`src/rtl/arr_pkg.sv`:
```
package arr_pkg;
  localparam int NUM_FIFO = 4;
  localparam int SEL_W    = 2;
  localparam int CHAN_W   = 4;

  typedef enum logic {
    SRC_UNIT_A = 1'b0,
    SRC_UNIT_B = 1'b1
  } src_unit_e;
endpackage

```
`src/rtl/arr_hold_reg.sv`:
```
module arr_hold_reg #(
  parameter int EW = 17,
  parameter int SW = 2
) (
  input  logic          clk,
  input  logic          rst_n,
  input  logic          load,
  input  logic [EW-1:0] load_entry,
  input  logic [SW-1:0] load_sel,
  output logic          full,
  output logic [EW-1:0] entry,
  output logic [SW-1:0] sel
);
  // The held entry always drains on the cycle after it is loaded.
  always_ff @(posedge clk or negedge rst_n) begin
    if (!rst_n) begin
      full  <= 1'b0;
      entry <= '0;
      sel   <= '0;
    end else begin
      full <= load;
      if (load) begin
        entry <= load_entry;
        sel   <= load_sel;
      end
    end
  end
endmodule

```
`src/rtl/arr_steer.sv`:
```
module arr_steer #(
  parameter int EW = 17,
  parameter int NF = 4,
  parameter int SW = 2
) (
  input  logic            hold_full,
  input  logic [EW-1:0]   hold_entry,
  input  logic [SW-1:0]   hold_sel,
  input  logic            a_valid,
  input  logic [EW-1:0]   a_entry,
  input  logic [SW-1:0]   a_sel,
  input  logic            b_valid,
  input  logic [EW-1:0]   b_entry,
  input  logic [SW-1:0]   b_sel,
  output logic            a_ready,
  output logic            b_ready,
  output logic            hold_load,
  output logic [NF-1:0]   wr_en,
  output logic [NF*EW-1:0] wr_entry
);
  logic a_acc, b_acc, clash;

  assign a_ready   = !hold_full;
  assign b_ready   = !hold_full;
  assign a_acc     = a_valid && !hold_full;
  assign b_acc     = b_valid && !hold_full;
  assign clash     = a_acc && b_acc && (a_sel == b_sel);
  assign hold_load = clash;

  for (genvar k = 0; k < NF; k++) begin : g_lane
    logic          en_k;
    logic [EW-1:0] ent_k;
    always_comb begin
      en_k  = 1'b0;
      ent_k = '0;
      if (hold_full) begin
        if (hold_sel == SW'(k)) begin
          en_k  = 1'b1;
          ent_k = hold_entry;
        end
      end else if (a_acc && a_sel == SW'(k)) begin
        en_k  = 1'b1;
        ent_k = a_entry;
      end else if (b_acc && b_sel == SW'(k)) begin
        en_k  = 1'b1;
        ent_k = b_entry;
      end
    end
    assign wr_en[k]              = en_k;
    assign wr_entry[k*EW +: EW]  = ent_k;
  end
endmodule

```
`src/rtl/arr_fifo.sv`:
```
module arr_fifo #(
  parameter int EW    = 17,
  parameter int DEPTH = 8
) (
  input  logic          clk,
  input  logic          rst_n,
  input  logic          wr,
  input  logic [EW-1:0] wr_data,
  input  logic          pop,
  output logic          avail,
  output logic [EW-1:0] head,
  output logic          ovf
);
  localparam int PW = (DEPTH > 1) ? $clog2(DEPTH) : 1;
  localparam int CW = $clog2(DEPTH + 1);

  logic [EW-1:0] mem [DEPTH];
  logic [PW-1:0] wp, rp;
  logic [CW-1:0] cnt;
  logic          is_full, do_push, do_pop;

  assign is_full = (cnt == CW'(DEPTH));
  assign avail   = (cnt != '0);
  assign do_push = wr && !is_full;
  assign do_pop  = pop && avail;
  assign head    = avail ? mem[rp] : '0;

  function automatic logic [PW-1:0] bump(input logic [PW-1:0] p);
    return (p == PW'(DEPTH - 1)) ? '0 : p + 1'b1;
  endfunction

  always_ff @(posedge clk) begin
    if (do_push) mem[wp] <= wr_data;
  end

  always_ff @(posedge clk or negedge rst_n) begin
    if (!rst_n) begin
      wp  <= '0;
      rp  <= '0;
      cnt <= '0;
      ovf <= 1'b0;
    end else begin
      if (do_push) wp <= bump(wp);
      if (do_pop)  rp <= bump(rp);
      cnt <= cnt + CW'(do_push) - CW'(do_pop);
      if (wr && is_full) ovf <= 1'b1;
    end
  end
endmodule

```
`src/rtl/adc_result_router.sv`:
```
module adc_result_router
  import arr_pkg::*;
#(
  parameter int DW    = 12,
  parameter int DEPTH = 8,
  localparam int EW   = DW + CHAN_W + 1
) (
  input  logic                   clk,
  input  logic                   rst_n,
  input  logic                   a_valid,
  output logic                   a_ready,
  input  logic [DW-1:0]          a_data,
  input  logic [CHAN_W-1:0]      a_chan,
  input  logic [SEL_W-1:0]       a_sel,
  input  logic                   b_valid,
  output logic                   b_ready,
  input  logic [DW-1:0]          b_data,
  input  logic [CHAN_W-1:0]      b_chan,
  input  logic [SEL_W-1:0]       b_sel,
  output logic [NUM_FIFO-1:0]    fifo_wr_en,
  output logic [NUM_FIFO*EW-1:0] fifo_wr_entry,
  input  logic [NUM_FIFO-1:0]    fifo_rd_pop,
  output logic [NUM_FIFO-1:0]    fifo_rd_valid,
  output logic [NUM_FIFO*EW-1:0] fifo_rd_data,
  output logic [NUM_FIFO-1:0]    fifo_ovf
);
  logic [EW-1:0]    a_entry, b_entry, hold_entry;
  logic [SEL_W-1:0] hold_sel;
  logic             hold_full, hold_load;

  assign a_entry = {SRC_UNIT_A, a_chan, a_data};
  assign b_entry = {SRC_UNIT_B, b_chan, b_data};

  arr_hold_reg #(.EW(EW), .SW(SEL_W)) u_hold (
    .clk(clk), .rst_n(rst_n),
    .load(hold_load), .load_entry(b_entry), .load_sel(b_sel),
    .full(hold_full), .entry(hold_entry), .sel(hold_sel)
  );

  arr_steer #(.EW(EW), .NF(NUM_FIFO), .SW(SEL_W)) u_steer (
    .hold_full(hold_full), .hold_entry(hold_entry), .hold_sel(hold_sel),
    .a_valid(a_valid), .a_entry(a_entry), .a_sel(a_sel),
    .b_valid(b_valid), .b_entry(b_entry), .b_sel(b_sel),
    .a_ready(a_ready), .b_ready(b_ready), .hold_load(hold_load),
    .wr_en(fifo_wr_en), .wr_entry(fifo_wr_entry)
  );

  for (genvar k = 0; k < NUM_FIFO; k++) begin : g_fifo
    arr_fifo #(.EW(EW), .DEPTH(DEPTH)) u_fifo (
      .clk(clk), .rst_n(rst_n),
      .wr(fifo_wr_en[k]), .wr_data(fifo_wr_entry[k*EW +: EW]),
      .pop(fifo_rd_pop[k]),
      .avail(fifo_rd_valid[k]), .head(fifo_rd_data[k*EW +: EW]),
      .ovf(fifo_ovf[k])
    );
  end
endmodule

```
`config.mk`:
```
export PLATFORM = sky130hd
export DESIGN_NAME = adc_result_router
export DESIGN_NICKNAME = d
export VERILOG_FILES = /design/src/rtl/arr_pkg.sv /design/src/rtl/arr_hold_reg.sv /design/src/rtl/arr_steer.sv /design/src/rtl/arr_fifo.sv /design/src/rtl/adc_result_router.sv
export SDC_FILE = /design/constraint.sdc
export NUM_CORES = 1
export LEC_CHECK = 0
export CORE_ASPECT_RATIO = 0.6
export CORE_UTILIZATION = 32
export DETAILED_ROUTE_END_ITERATION = 10
export PLACE_DENSITY_LB_ADDON = 0.25
export SETUP_SLACK_MARGIN = 0.1
export SLEW_MARGIN = 20
export SYNTH_ARGS = -nofsm -noshare
export SYNTH_HDL_FRONTEND = slang
export SYNTH_SLANG_ARGS = --single-unit
```
`constraint.sdc`:
```
create_clock -name clk -period 10.5 [get_ports clk]
set_clock_uncertainty 0.15 [all_clocks]
set_input_delay 2.1 -clock clk [delete_from_list [all_inputs] [get_ports clk]]
set_output_delay 2.1 -clock clk [all_outputs]
set_load 0.01 [all_outputs]
```
==> results of run 1 <==
## flip-flops by register name, summed over array words and instances, names as in the netlist
| register | cells |
|---|---|
| u_hold.full | 1 |
| g_fifo.u_fifo.ovf | 4 |
| g_fifo.u_fifo.rp | 12 |
| u_hold.sel | 2 |
| g_fifo.u_fifo.wp | 12 |
| g_fifo.u_fifo.cnt | 16 |
| g_fifo.u_fifo.mem | 544 |
| u_hold.entry | 17 |
## routing by layer
metal | vias to the layer above | global-route usage | routed length [um]
met5 | - | 0 | 76
met3 | 95 | 0.05458 | 6006
met4 | 12 | 0.03570 | 1069
met1 | 7206 | 0.2582 | 32780
li1 | 5836 | - | -
met2 | 405 | 0.2598 | 31170
## worst max-delay path: stages
cell	delay, ns
clkdlybuf4s50_1	0.65
and4bb_2	0.45
nand2b_1	0.60
o21ai_0	0.93
clkdlybuf4s50_1	0.81
## layout by cell type, fill, tap and decap left out, types with 10 or more instances in the layout
cell type / netlist / layout
a221o_1: 24 / 24
a22o_1: 68 / 68
a22oi_1: 32 / 32
buf_4: 14 / 49
clkbuf_1: 23 / 14
clkbuf_16: 0 / 61
clkdlybuf4s50_1: 0 / 192
dfrtp_1: 64 / 57
edfxtp_1: 544 / 544
ha_1: 40 / 40
inv_1: 41 / 41
mux2_2: 36 / 36
mux4_2: 136 / 136
nand2_1: 15 / 15
nand2b_1: 17 / 17
nor2_1: 20 / 20
nor3_1: 51 / 35
nor3_2: 0 / 16
o21ai_0: 36 / 26
o21ai_1: 0 / 10
## worst paths after layout
check                                           from                           to  slack (ns)  cells past startpoint
worst min register to register  g_fifo[3].u_fifo.ovf         g_fifo[3].u_fifo.ovf        0.33                      1
worst min-delay path            g_fifo[3].u_fifo.ovf         g_fifo[3].u_fifo.ovf        0.33                      1
min in group asynchronous                      rst_n      g_fifo[0].u_fifo.cnt[3]        1.18                      1
max in group asynchronous                      rst_n       g_fifo[2].u_fifo.rp[0]        7.92                      2
worst max register to register           u_hold.full  g_fifo[2].u_fifo.mem[6][13]        6.87                      3
worst max-delay path                        a_sel[0]            fifo_wr_entry[37]        2.69                      5
## power groups by stage
stage | Clock [uW] | Combinational, uW | Sequential [uW]
detailed placement | 0 | 2660 | 3300
CTS | 2210 | 2670 | 3250
global placement | 0 | 2610 | 3290
finish | 2170 | 2590 | 3250
global route | 2310 | 2810 | 3290
floorplan | 0 | 1710 | 3080
## area by class of cell
cell class | instances | area [um^2] | share of cell area
Sequential cell | 608 | 17950 | 0.5883
Multi-Input combinational cell | 577 | 6830 | 0.2239
Timing Repair Buffer | 241 | 2290 | 0.07506
Clock buffer | 76 | 1593 | 0.05221
Tap cell | 1053 | 1318 | 0.04319
Clock inverter | 33 | 355.3 | 0.01165
Inverter | 41 | 153.9 | 0.005045
Antenna cell | 8 | 20.02 | 0.0006562
## through the flow
stage / utilization / cell area [um^2]
6_report: 0.3917 / 30510
3_5_place_dp: 0.3663 / 28530
4_1_cts: 0.3913 / 30480
5_1_grt: 0.3915 / 30490
2_1_floorplan: - / 25340
3_3_place_gp: 0.3662 / 28520
## cells by family (layout without fill, tap and decap cells)
family / Yosys count / count (layout) / share of synthesized area
flip-flops: 608 / 608 / 0.7079
AO/OA/AOI/OAI: 191 / 191 / 0.06182
multiplexers: 174 / 174 / 0.1381
AND/OR/NAND/NOR: 158 / 158 / 0.03837
buffers and inverters: 132 / 391 / 0.02746
adder cells (fa/ha/maj): 44 / 44 / 0.02291
XOR/XNOR: 10 / 10 / 0.003457
other: 0 / 8 / 0
==> flow_summary.ini, run 1 <==
[clock_tree]
clkLatencyLatePin_ns = 0.63
cts_sinks = 608
clock_path_buffers = 3
cts_root_buf = clkbuf_16
numCtsBuffers = 59
cts_tree = done
cts_htree_levels = 2
ctsHoldBuffers = 0
cts_setup_buffers = 0
clkTransAtPathRegs_ns = 0.06
postCtsResizedCells = 0

[place]
dpl.cell_count = 2520
place_ws_ns = 2.557
hpwl_mm = 46.72
place.gp.congestion = 0.8412
io_buffers = 193

[power]
p_sw_frac = 0.3090
cellLeakagePower_uw = 0.01025
total_power_uw = 8008
p_clk_frac = 0.271
peakVddDrop_v = 0.0002142
power_frac_comb = 0.324
p_switching_uw = 2475
power_per_cell_area_mw_per_mm2 = 262.5
p_int_uw = 5533
seqPwrFrac = 0.406

[critical_path]
crit_fanout = 20
criticalPathCategory = input port to output port
startpoint_type = input port
arrival_ns = 5.56
end_kind = output port
cp.required_ns = 8.25

[sta]
finalSetupTns_ns = 0
max_freq_mhz = 128.1
hold_slack_ns = 0.3327
tightest_slew_ns = 1.111
maxSlewHeadroom = 0.2569
finalMaxSlewViolations = 0
setup_viol = 0
hold_viol_final = 0
rsz0062_at_grt = no
fin_crit_ns = 7.805
fin_crit_sh = 0.7434
layout_setup_ws_ns = 2.695

[yosys]
synth.most_common_cell = edfxtp_1
synth.avg_cell_area_um2 = 19.24
synth_edf_count = 544
synth_top_cell_by_area = edfxtp_1
synth_warnings = 0
synth_top_area_share = 0.6447
async_flop_share = 0.1053
ys_seq_area_frac = 0.7079
netlist_instances = 1317
synth_area_mm2 = 0.02534
synth_common_cells = edfxtp_1, mux4_2, a22o_1
synth_cell_types = 58
ys_seq_elements = 608
syn-num-nets = 1405
synth-main-ff-cell = edfxtp_1
synthTopCellsByArea = edfxtp_1, mux4_2, dfrtp_1, a22o_1, ha_1

[layout]
stdcell_count = 2637
drive_gt1_frac = 0.2411
fillerInstances = 7123
layout.nets = 1616
area_growth_pct = 20.39

[global_routing]
first_global_vias = 13720
grt_max_degree = 52
gr-usage-all-layers = 0.1773
antenna_found_initial = 15
grt_overflow = 0
grt_pass1_wl_mm = 100.9

[floorplanning]
die_w_um = 365.3
start_util = 0.3253
io_pins = 194
die_area_mm2 = 0.08035
coreArea_mm2 = 0.07789
die_height_um = 220.0
rows = 79

[run]
maxCapViolations = 0

[route]
drt-initial-drc-count = 1228
totalWireLength_mm = 71.10
wl_per_cell_um = 26.96
dr.pass1.iters = 5
drtAntennaViolNets = 0
via_per_inst = 5.140
drc_errors = 0
num_vias = 13550

[run_status]
status = finished, final reports clean

[worst_hold_path]
hold_path.class = flip-flop to flip-flop
(Power assumes the default switching activity.)
==> inputs of run 2 (changes only) <==
==> constraint.sdc (replaced) <==
create_clock -name clk -period 7 [get_ports clk]
set_clock_uncertainty 0.15 [all_clocks]
set_input_delay 1.4 -clock clk [delete_from_list [all_inputs] [get_ports clk]]
set_output_delay 1.4 -clock clk [all_outputs]
set_load 0.01 [all_outputs]
==> run 2 against run 1 <==
  * Setup slack lost 1.8 ns
  * Critical path depth is the same
  * Total power grew 49%
  * Largest cell class unchanged
  * Largest power group unchanged
  * Highest routed layer unchanged
==> flow_summary.ini, run 2 (synthesis results as in run 1) <==
[critical_path]
r2r-end = g_fifo[2].u_fifo.mem[2][7]
criticalPathCategory = input port to output port
critical-path-top-delay-family = buffers and inverters
timing.critical_path.buf_inv = 2
slowest_stage = o21ai_0
cpPeakStageDelay_ns = 0.90
cp_common_cell = clkdlybuf4s50_1
arrival_ns = 4.58
cp.required_ns = 5.45
reg2reg_depth = 6
r2r_slack_ns = 3.88
crit_chain = clkdlybuf4s50_1 -> and4b_2 -> nand2b_1 -> o21ai_0 -> clkdlybuf4s50_1
r2r-start = u_hold.full
startpoint_type = input port
end_kind = output port
crit_fanout = 20

[route]
wl_per_cell_um = 27.10
via_per_inst = 5.161
drt-initial-drc-count = 1180
totalWireLength_mm = 71.58
num_vias = 13630
drtAntennaViolNets = 0
dr.pass1.iters = 5
drc_errors = 0

[place]
hpwl_mm = 47.15
io_buffers = 193
postPlaceCellArea_mm2 = 0.02861
place.gp.congestion = 0.8508

[global_routing]
first_global_vias = 13780
grt_pass1_wl_mm = 101.5
gr-usage-all-layers = 0.1790
grt_overflow = 0
antenna_found_initial = 17
grt_max_degree = 65

[layout]
fillerInstances = 7144
drive_gt1_frac = 0.2449
post-route-util = 0.3913
multi_input_area_mm2 = 0.006825
top_regs = g_fifo.u_fifo.mem x544, u_hold.entry x17, g_fifo.u_fifo.cnt x16
max_flop_register = g_fifo.u_fifo.mem
final_cell_mix = edfxtp_1, clkdlybuf4s50_1, mux4_2
layout_commonest_cell = edfxtp_1
largest_register_ffs = 544
seqCellArea_mm2 = 0.01795
layout.nets = 1625
area_growth_pct = 20.29
postLayoutCellArea_mm2 = 0.03048

[sta]
fin_crit_sh = 0.8761
finalSetupTns_ns = 0
maxSlewHeadroom = 0.2798
hold_slack_ns = 0.3281
max_freq_mhz = 163.1
rsz0062_at_grt = no
finalMaxSlewViolations = 0
hold_viol_final = 0
setup_viol = 0
fin_crit_ns = 6.133
tightest_slew_ns = 1.077

[worst_hold_path]
hold_start = g_fifo[0].u_fifo.ovf
hold_path.class = flip-flop to flip-flop
hold_path_depth = 1
hold_path_end = g_fifo[0].u_fifo.ovf

[clock_tree]
clock_path_buffers = 3
cts_tree = done
ctsHoldBuffers = 0
cts_setup_buffers = 0
cts_root_buf = clkbuf_16
cts_sinks = 608
postCtsResizedCells = 0
cts_htree_levels = 2
clkLatencyLatePin_ns = 0.64
numCtsBuffers = 57
clkTransAtPathRegs_ns = 0.06

[floorplanning]
rows = 79
coreArea_mm2 = 0.07789
die_w_um = 365.3
io_pins = 194
start_util = 0.3253
die_height_um = 220.0
die_area_mm2 = 0.08035

[power]
cellLeakagePower_uw = 0.01025
total_power_uw = 11890
peakVddDrop_v = 0.0002302
power_per_cell_area_mw_per_mm2 = 390.2

[run_status]
status = finished, final reports clean

[run]
maxCapViolations = 0
[run 2: cell types whose count changed in the layout (fill, tap and decap cells not counted)]
cell        previous run  this run
buf_4                 49        60
clkinvlp_2             0         1
clkinv_8               0         1
o21ai_0               26        30
inv_6                  3         1
nor2b_2                3         4
diode_2                8         4
nor2b_4                1         0
clkbuf_16             61        58
clkinvlp_4             3         4
clkbuf_1              14        18
clkinv_1               9         5
bufinv_16              7         6
o21ai_1               10         6
[run 2: area by class of cell]
| cell class | count | share of cell area |
|---|---|---|
| inverters | 41 | 0.005049 |
| flip-flops and latches | 608 | 0.5888 |
| repair buffers | 252 | 0.07783 |
| well taps | 1053 | 0.04323 |
| multi-input cells | 577 | 0.2239 |
| clock buffers | 77 | 0.05029 |
| diodes | 4 | 0.0003284 |
| clock inverters | 29 | 0.01055 |
[run 2: worst max path at each step]
stage,from,to,cells past startpoint
final,a_sel[0],fifo_wr_entry[58],5
after global routing,a_sel[0],fifo_wr_entry[58],5
after CTS,a_sel[0],fifo_wr_entry[58],5
after detailed placement,a_sel[0],fifo_wr_entry[58],5
after global placement,a_sel[1],fifo_wr_entry[33],4
after floorplan,b_sel[0],fifo_wr_entry[16],5
[run 2: through the flow]
step / std cells / worst slack (ns)
3_3_place_gp: 2530 / 0.8570
3_5_place_dp: 2531 / 0.8221
5_1_grt: 2638 / 0.4926
4_1_cts: 2637 / 0.7881
6_report: 2641 / 0.8670
2_1_floorplan: 1317 / 2.535
[run 2: routing by layer]
layer | vias up | GRT usage | routed length [um]
li1 | 5863 | - | -
met1 | 7253 | 0.2593 | 32950
met2 | 382 | 0.2650 | 31660
met3 | 111 | 0.05401 | 5733
met4 | 22 | 0.03501 | 1091
met5 | - | 0 | 141
[run 2: power breakdown]
group / internal, uW / leakage [uW] / switching, uW
registers: 4380 / 0.00578 / 513
clock network: 1760 / 0.000891 / 1370
logic: 2060 / 0.00358 / 1820
total: 8200 / 0.0103 / 3690
